===== config.mk =====
export PLATFORM = sky130hd
export DESIGN_NAME = addr_trap_xlat
export DESIGN_NICKNAME = d
export VERILOG_FILES = /design/src/rtl/addr_trap_pkg.sv /design/src/rtl/trap_table.sv /design/src/rtl/trap_match.sv /design/src/rtl/addr_trap_xlat.sv
export SDC_FILE = /design/constraint.sdc
export NUM_CORES = 2
export LEC_CHECK = 0
export ABC_AREA = 1
export BUFFER_PORTS_ARGS = -buffer_cell sky130_fd_sc_hd__buf_4
export CAP_MARGIN = 20
export CORE_MARGIN = 2
export CORE_UTILIZATION = 30
export CTS_CLUSTER_SIZE = 16
export DETAILED_ROUTE_END_ITERATION = 7
export PLACE_DENSITY = 0.42
export SETUP_SLACK_MARGIN = 0.15
export SLEW_MARGIN = 25
export SYNTH_ARGS = -nofsm -noshare
export SYNTH_HDL_FRONTEND = slang
export SYNTH_SLANG_ARGS = --single-unit
export TNS_END_PERCENT = 20

===== constraint.sdc =====
create_clock -name clk -period 6.6 [get_ports clk]
set_input_delay 1.32 -clock clk [delete_from_list [all_inputs] [get_ports clk]]
set_output_delay 1.32 -clock clk [all_outputs]
set_load 0.02 [all_outputs]

===== src/rtl/addr_trap_pkg.sv =====
package addr_trap_pkg;
   typedef enum logic [1:0] {
      RES_IDLE = 2'd0,
      RES_FWD  = 2'd1,
      RES_REJ  = 2'd2
   } trap_res_e;

   function automatic logic size_legal(input logic [127:0] sz, input int unsigned w);
      logic [127:0] m;
      m = (w >= 128) ? {128{1'b1}} : ((128'd1 << w) - 128'd1);
      return ((sz & m) != '0) && (((sz & m) & ((sz & m) - 128'd1)) == '0);
   endfunction
endpackage


===== src/rtl/trap_table.sv =====
module trap_table #(
   parameter int ADDR_W = 64,
   parameter int N_TRAP = 8,
   localparam int IDX_W = (N_TRAP > 1) ? $clog2(N_TRAP) : 1
) (
   input  logic                           clk,
   input  logic                           rst_n,
   input  logic                           host_rst,
   input  logic                           cfg_wr,
   input  logic                           cfg_inv,
   input  logic [IDX_W-1:0]               cfg_idx,
   input  logic [ADDR_W-1:0]              cfg_host_base,
   input  logic [ADDR_W-1:0]              cfg_size,
   input  logic [ADDR_W-1:0]              cfg_glob_base,
   output logic [N_TRAP-1:0]              ent_vld,
   output logic [N_TRAP-1:0][ADDR_W-1:0]  ent_base,
   output logic [N_TRAP-1:0][ADDR_W-1:0]  ent_mask,
   output logic [N_TRAP-1:0][ADDR_W-1:0]  ent_gbase
);
   import addr_trap_pkg::*;

   logic size_ok;
   logic [127:0] size_wide;

   always_comb begin
      size_wide = '0;
      size_wide[ADDR_W-1:0] = cfg_size;
      size_ok = size_legal(size_wide, ADDR_W);
   end

   for (genvar i = 0; i < N_TRAP; i++) begin : g_ent
      logic sel;
      assign sel = (cfg_idx == IDX_W'(i));

      always_ff @(posedge clk or negedge rst_n) begin
         if (!rst_n) begin
            ent_vld[i]   <= 1'b0;
            ent_base[i]  <= '0;
            ent_mask[i]  <= '0;
            ent_gbase[i] <= '0;
         end else if (host_rst) begin
            ent_vld[i] <= 1'b0;
         end else if (cfg_inv && sel) begin
            ent_vld[i] <= 1'b0;
         end else if (cfg_wr && sel) begin
            ent_vld[i]   <= size_ok;
            ent_base[i]  <= cfg_host_base;
            ent_mask[i]  <= cfg_size - ADDR_W'(1);
            ent_gbase[i] <= cfg_glob_base;
         end
      end
   end

   AST_HOST_RST_CLEARS: assert property (@(posedge clk) disable iff (!rst_n)
      host_rst |=> (ent_vld == '0)) else $error("host reset left a trap valid");

   AST_INV_CLEARS: assert property (@(posedge clk) disable iff (!rst_n)
      (cfg_inv && !host_rst) |=> !ent_vld[$past(cfg_idx)]) else $error("invalidate ignored");

   AST_BAD_SIZE_INVALID: assert property (@(posedge clk) disable iff (!rst_n)
      (cfg_wr && !cfg_inv && !host_rst && !size_ok) |=> !ent_vld[$past(cfg_idx)]) else $error("illegal size accepted");
endmodule


===== src/rtl/trap_match.sv =====
module trap_match #(
   parameter int ADDR_W = 64,
   parameter int N_TRAP = 8,
   localparam int IDX_W = (N_TRAP > 1) ? $clog2(N_TRAP) : 1
) (
   input  logic [ADDR_W-1:0]              addr,
   input  logic [N_TRAP-1:0]              ent_vld,
   input  logic [N_TRAP-1:0][ADDR_W-1:0]  ent_base,
   input  logic [N_TRAP-1:0][ADDR_W-1:0]  ent_mask,
   input  logic [N_TRAP-1:0][ADDR_W-1:0]  ent_gbase,
   output logic                           hit,
   output logic [IDX_W-1:0]               hit_idx,
   output logic [ADDR_W-1:0]              xlat_addr
);
   logic [N_TRAP-1:0] hit_vec;

   for (genvar i = 0; i < N_TRAP; i++) begin : g_cmp
      assign hit_vec[i] = ent_vld[i] &&
         ((addr & ~ent_mask[i]) == (ent_base[i] & ~ent_mask[i]));
   end

   always_comb begin
      hit_idx = '0;
      for (int i = N_TRAP - 1; i >= 0; i--) begin
         if (hit_vec[i]) hit_idx = IDX_W'(i);
      end
      hit = |hit_vec;
      xlat_addr = ent_gbase[hit_idx] + (addr - ent_base[hit_idx]);
   end
endmodule


===== src/rtl/addr_trap_xlat.sv =====
module addr_trap_xlat #(
   parameter int ADDR_W = 64,
   parameter int N_TRAP = 8,
   localparam int IDX_W = (N_TRAP > 1) ? $clog2(N_TRAP) : 1
) (
   input  logic              clk,
   input  logic              rst_n,
   input  logic              host_rst,
   input  logic              cfg_wr,
   input  logic              cfg_inv,
   input  logic [IDX_W-1:0]  cfg_idx,
   input  logic [ADDR_W-1:0] cfg_host_base,
   input  logic [ADDR_W-1:0] cfg_size,
   input  logic [ADDR_W-1:0] cfg_glob_base,
   input  logic              req_vld,
   input  logic [ADDR_W-1:0] req_addr,
   output logic              out_vld,
   output logic [ADDR_W-1:0] out_addr,
   output logic [IDX_W-1:0]  out_idx,
   output logic              out_unsup
);
   import addr_trap_pkg::*;

   if (ADDR_W < 32 || ADDR_W > 128) begin : g_bad_aw
      $error("ADDR_W must be within 32..128");
   end
   if (N_TRAP < 1 || (1 << IDX_W) != N_TRAP) begin : g_bad_n
      $error("N_TRAP must be a power of two");
   end

   logic [N_TRAP-1:0]             ent_vld;
   logic [N_TRAP-1:0][ADDR_W-1:0] ent_base;
   logic [N_TRAP-1:0][ADDR_W-1:0] ent_mask;
   logic [N_TRAP-1:0][ADDR_W-1:0] ent_gbase;
   logic                          hit;
   logic [IDX_W-1:0]              hit_idx;
   logic [ADDR_W-1:0]             xlat_addr;
   trap_res_e                     res_q;

   trap_table #(.ADDR_W(ADDR_W), .N_TRAP(N_TRAP)) u_table (
      .clk(clk), .rst_n(rst_n), .host_rst(host_rst),
      .cfg_wr(cfg_wr), .cfg_inv(cfg_inv), .cfg_idx(cfg_idx),
      .cfg_host_base(cfg_host_base), .cfg_size(cfg_size),
      .cfg_glob_base(cfg_glob_base),
      .ent_vld(ent_vld), .ent_base(ent_base),
      .ent_mask(ent_mask), .ent_gbase(ent_gbase)
   );

   trap_match #(.ADDR_W(ADDR_W), .N_TRAP(N_TRAP)) u_match (
      .addr(req_addr), .ent_vld(ent_vld), .ent_base(ent_base),
      .ent_mask(ent_mask), .ent_gbase(ent_gbase),
      .hit(hit), .hit_idx(hit_idx), .xlat_addr(xlat_addr)
   );

   always_ff @(posedge clk or negedge rst_n) begin
      if (!rst_n) begin
         res_q    <= RES_IDLE;
         out_addr <= '0;
         out_idx  <= '0;
      end else begin
         if (!req_vld)  res_q <= RES_IDLE;
         else if (hit)  res_q <= RES_FWD;
         else           res_q <= RES_REJ;
         if (req_vld && hit) begin
            out_addr <= xlat_addr;
            out_idx  <= hit_idx;
         end
      end
   end

   assign out_vld   = (res_q == RES_FWD);
   assign out_unsup = (res_q == RES_REJ);

   AST_ONE_RESULT: assert property (@(posedge clk) disable iff (!rst_n)
      req_vld |=> (out_vld != out_unsup)) else $error("request without single result");

   AST_QUIET_IDLE: assert property (@(posedge clk) disable iff (!rst_n)
      !req_vld |=> (!out_vld && !out_unsup)) else $error("result without request");

   AST_NO_WINDOW_NO_FWD: assert property (@(posedge clk) disable iff (!rst_n)
      (req_vld && ent_vld == '0) |=> out_unsup) else $error("forward with empty table");
endmodule


; After elaboration in Yosys (flattened, before gate mapping)
; Index checks and enable logic that the tools add are counted.
; Widths: inputs -> output; s select.
[totals]
regBits = 1613
inputBits = 265
output_inout_bits = 69
word_cells = 175
[classes]
addsub = 4
magnitude_cmp = 1
n_eq_ne = 17
n_mux = 38
bitwise = 34
n_reduce_logical = 46
[ops]
columns = cell, count
row1 = $and 64x64->64, 16
row2 = $eq 64x64->1, 8
row3 = $not 64->64, 8
row4 = $bmux 64 s3, 2
row5 = $and 64x128->128, 1
row6 = $logic_not 128->1, 1
row7 = $mux 64, 2
row8 = $reduce_bool 128->1, 1
row9 = $sub 64x1->65 const B, 1
row10 = $add 64x64->64, 1
row11 = $sub 64x1->64 const B, 1
row12 = $sub 64x64->64, 1
row13 = $logic_and 1x1->1, 26
row14 = $mux 1, 24
row15 = $mux 3, 8
row16 = $reduce_and 3->1, 8
row17 = $reduce_bool 3->1, 8
row18 = $eq 3x3->1 const B, 4
row19 = $not 1->1, 9
row20 = $reduce_or 8->1, 1
row21 = $eq 3x2->1 const B, 2
row22 = $lt 3x4->1 const B, 1
row23 = $mux 2, 2
row24 = $eq 3x1->1 const B, 1
row25 = 3 further kinds, 3

; Logic depth before layout (Yosys ltp)
[logic_depth]
depth_word = 16
depth_mapped = 45
depth_no_buf = 43

; Modules after synthesis
; A second synthesis with hierarchy kept.
[unflattened]
cells_unflattened = 10968
area_unflattened_um2 = 85015.3
[modules_own_cells]
columns = mod, n_inst, cells_each, area_per_inst_um2, seq_area_each_um2
row1 = trap_table, 1, 5569, 56563.0, 38637.1
row2 = trap_match, 1, 5098, 25703.4, 0.0
row3 = addr_trap_xlat, 1, 301, 2748.9, 1726.7

; Least setup slack after synthesis
; Ideal clock, no wire load.
[synth_timing]
path_type = input -> register
from = in req_addr[9]
to = reg out_addr[48]
setup_ps = 133
arrival_ps = 6937
required_ps = 6467
slack_ps = -470
stages = 36
path_buffers = 5
path_cell_list = buf_2 clkinv_1 o21ai_0 nand2_1 nor2_1 nand4_1 nor2_1 and3_1 nand3_1 nand2_1 buf_4 buf_4 buf_2 buf_4 nor2_1 o221ai_1 o21ai_0 ha_1 inv_1 ha_1 inv_1 fa_1 nand3b_1 nand2_1 a21oi_1 o21ai_0 a21oi_1 o21ai_1 a21oi_1 o21bai_1 a21oi_1 o21bai_1 nand2_1 o21ai_0 xnor2_1 o21ai_0
[synth_between]
elab_chain_cells = 15
word_cells_on_any_way = 40
classes_between = add/sub: 2 / eq/ne: 8 / mux: 12 / bitwise: 8 / reduce/logical: 10
[synth_rtl]
columns = element, line
row1 = from (decl), addr_trap_xlat.sv:16  ; input logic [ADDR_W-1:0] req_addr,
row2 = $and 64x64->64, trap_match.sv:19  ; ((addr & ~ent_mask[i]) == (ent_base[i] & ~ent_mask[i]));
row3 = $eq 64x64->1, trap_match.sv:19
row4 = $logic_and 1x1->1, trap_match.sv:18  ; assign hit_vec[i] = ent_vld[i] &&
row5 = $mux 3 (8 in a row), trap_match.sv:25  ; if (hit_vec[i]) hit_idx = IDX_W'(i);
row6 = $bmux 64 s3, trap_match.sv:28  ; xlat_addr = ent_gbase[hit_idx] + (addr - ent_base[hit_idx]);
row7 = $mux 64 (not written as such), trap_match.sv:28
row8 = $sub 64x64->64, trap_match.sv:28
row9 = $add 64x64->64, trap_match.sv:28
row10 = to (signal assigned), addr_trap_xlat.sv:65  ; out_addr <= xlat_addr;
row11 = to (decl), addr_trap_xlat.sv:18  ; output logic [ADDR_W-1:0] out_addr,
; Parallel ways exist; a longest one is shown, timed or not. The select of a mux whose other input is x is not followed.
; A chain may end at the register's enable or synchronous reset.

; Worst setup path in the final report
[layout_timing]
from = in req_addr[14]
to = reg out_addr[40]
; Same word-level chain as after synthesis.

==> run metrics <==
1st-iter DRT viols=9,010; Fin Clk Skew=0.0744 ns; Synth Area in XOR/XNOR=0.593%; Hold Crit Class=in -> async; fraction of the mapped netlist area in adder cells=3.40%; Root Driver=clkbuf_16; initial antenna violation count=24; CP Launch Type=primary input; CP dominant cell by count=buf_4; number of global-route vias before repair=83,896; Largest stage delay, worst path=0.57 ns; first-pass GRT wire length=662,000 um; area of the multi-input gates=0.0410 mm^2; register area=0.0404 mm^2; worst-margin pin slew=1.10 ns; height of the die=534 um; total wire length=477,000 um; Post-synth ARST share=100%; Req. time, crit path=7.32 ns; core area=0.279 mm^2; post-place instance area=0.109 mm^2; num ports=334; Routed Antenna Nets=0; GRT Max-Usage Layer=met2; top_reg_cell synth=dfrtp_1; Pwr Density=359 mW/mm^2; GRT met1 Usage=46.2%; H-tree depth=4; routability cong.=1.07; Area Growth Syn to Fin=44.0%; Clock Latency Late Sink=0.93 ns; Cell variety after synth=58; crit path DAT=7.59 ns; # fillers=28,220; final hold vios=0; WL per Instance=28.1 um; CTS Buffer Depth=4; Inserted Clock Buffers=201; number of remaining DRC errors=0; count leader, synth=nand2_1; Max-Cap Viols=0; detailed placement HPWL=362,000 um; worst vdd ir=0.000246 V; max-slew violations=0; RSZ-0062 raised after global routing=yes; register area share after synthesis=48.0%; Commonest cells post-synth=2,846 x nand2_1, 2,329 x o21ai_0, 1,613 x dfrtp_1; Syn Nets=11,326; area of the die=0.285 mm^2; post-synthesis mux area share=0%; fmax=0.146 GHz; Initial Utilization=30.2%; P_leak=57.3 nW; Synth area leaders=dfrtp_1 48%, o21ai_0 14%, nand2_1 13%; hold slack=0.349 ns; Setup-failing EPs final=25; Setup WS post-layout=-0.265 ns; GRT met3 Usage=3.99%; fraction of layout cells with a size suffix above 1=26.9%; CP endpoint kind=flip-flop; largest net degree at the start of global routing=171; Yosys top cell area share=48.0%; Slowest-stage cell, CP=fa_2; Synth Instances=10,870; chip width=534 um; max_slew headroom=26.4%; DRT Pass-1 Iters=8; failing checks=setup timing; PortBufs=333; Clock transition at path regs=0.06 ns; vias=88,601; Finished Cell Area=0.121 mm^2; setup_tns=-3.09 ns; Post-Syn Area per Cell=7.74 um^2; EDFF count, synth=0; largest area contributor in the netlist=dfrtp_1; simple-gate area share of the yosys netlist=21.4%; Synth Cell Area=0.0842 mm^2; Worst Reg-to-Reg Cells=40; Final period util=104%; post-synthesis compound-gate area fraction=20.0%; global-route usage over all layers=32.7%; Crit Path Category=in -> reg; nets=13,570; met2 usage=50.5%; largest family of logic cells by synthesized area=simple AND/OR/NAND/NOR gates; Sink Count=1,613; Yosys reg bits=1,613; CTS Hold Bufs=0; status=finished, violations left; Ys Warns=0; Site Rows=194; crit path max fanout=5; CTS tree=built; grt total ovfl=0; Via density=5.21; min Tclk post-route=6.86 ns
==> cell usage in the layout (no fill, tap or decap), types with 20 or more instances in the layout <==
master,Yosys,layout
a21oi_1,529,474
a21oi_2,4,46
a31oi_1,48,36
buf_12,0,317
buf_4,16,2160
buf_6,0,126
buf_8,0,20
clkbuf_1,486,34
clkbuf_16,0,205
clkbuf_8,0,50
clkinv_2,0,42
clkinvlp_4,0,24
dfrtp_1,1613,1613
fa_1,63,52
ha_1,128,98
ha_4,0,29
inv_1,814,747
inv_2,14,42
nand2_1,2846,2746
nand2_2,3,89
nand3_1,137,109
nand3b_1,63,63
nand4_1,292,292
nor2_1,802,752
nor2_2,6,45
nor3_1,47,27
nor4_1,96,55
nor4_2,0,31
o211ai_1,71,71
o21ai_0,2329,2102
o21ai_1,11,171
o21ai_2,4,52
o21ai_4,1,20
o22ai_1,124,118
xnor2_1,35,26
xor2_1,22,20
==> registers in the layout, indices dropped and copies added (netlist names) <==
signal / flops
u_table.ent_mask: 512
out_idx: 3
u_table.ent_gbase: 512
res_q: 2
u_table.ent_base: 512
out_addr: 64
u_table.ent_vld: 8
==> cell type report <==
class	count	area share [%]
diodes	5	0.0103
clock buffers	286	4.84
clock inverters	78	0.856
inverters	834	2.72
multi-input cells	7816	33.9
flip-flops and latches	1613	33.3
well taps	3724	3.84
repair buffers	2645	20.5
repair inverters	3	0.0165
==> cells by family after synthesis <==
kind of cell	Yosys count
XOR/XNOR	57
AND/OR/NAND/NOR	4348
AO/OA/AOI/OAI	3220
flip-flops	1613
buffers and inverters	1441
adder cells (fa/ha/maj)	191
==> stage by stage <==
step / util [%] / setup WS, ns / total power, mW / std cells
2_1_floorplan: - / 0.146 / 18.9 / 10870
3_3_place_gp: 38.9 / -2.40 / 29.9 / 16427
3_5_place_dp: 38.9 / -2.38 / 30.0 / 16427
4_1_cts: 42.6 / -0.0451 / 42.8 / 16921
5_1_grt: 43.4 / -0.350 / 45.5 / 17002
6_report: 43.4 / -0.265 / 43.5 / 17004
==> power by group <==
part | switching [mW] | internal [mW]
sequential | 1.22 | 11.9
combinational | 10.4 | 8.32
clock | 4.79 | 6.94
==> repair_timing <==
item                       CTS  global route
cloned                      15             5
hold endpoints to repair     0             0
gates resized for setup    596           418
setup endpoints to repair   52            47
setup buffers              115            74
pin swaps                  156           159
==> metal layers <==
layer,wire length (um),share of wire (%),up-vias
met5,85,0.018,-
met1,215000,45,43792
met4,23200,4.9,14
met3,29400,6.2,621
li1,-,-,40916
met2,209000,44,3258
==> worst max-delay path: cells and delay by family <==
kind | cells | cell delay (ns)
xor gates and xnor gates | 1 | 0.11
and+or+nand+nor | 11 | 1.55
buffers and inverters | 15 | 2.11
AOI/OAI and AO/OA | 14 | 1.49
adders and majority gates | 2 | 0.95
==> path summary, 6_finish.rpt <==
path | end | slack [ns] | start
setup / recovery | out_addr[40]$_DFFE_PN0P_ | -0.26 | req_addr[14]
hold / removal | u_table.ent_mask[415]$_DFFE_PN0P_ | 0.35 | rst_n
setup reg to reg | out_addr[40]$_DFFE_PN0P_ | -0.12 | u_table.ent_base[326]$_DFFE_PN0P_
hold reg to reg | u_table.ent_mask[462]$_DFFE_PN0P_ | 0.48 | u_table.ent_mask[462]$_DFFE_PN0P_
max in group asynchronous | u_table.ent_gbase[221]$_DFFE_PN0P_ | 4.48 | rst_n
min in group clk | u_table.ent_mask[462]$_DFFE_PN0P_ | 0.48 | u_table.ent_mask[462]$_DFFE_PN0P_
Power figures use the tool's default switching activity.
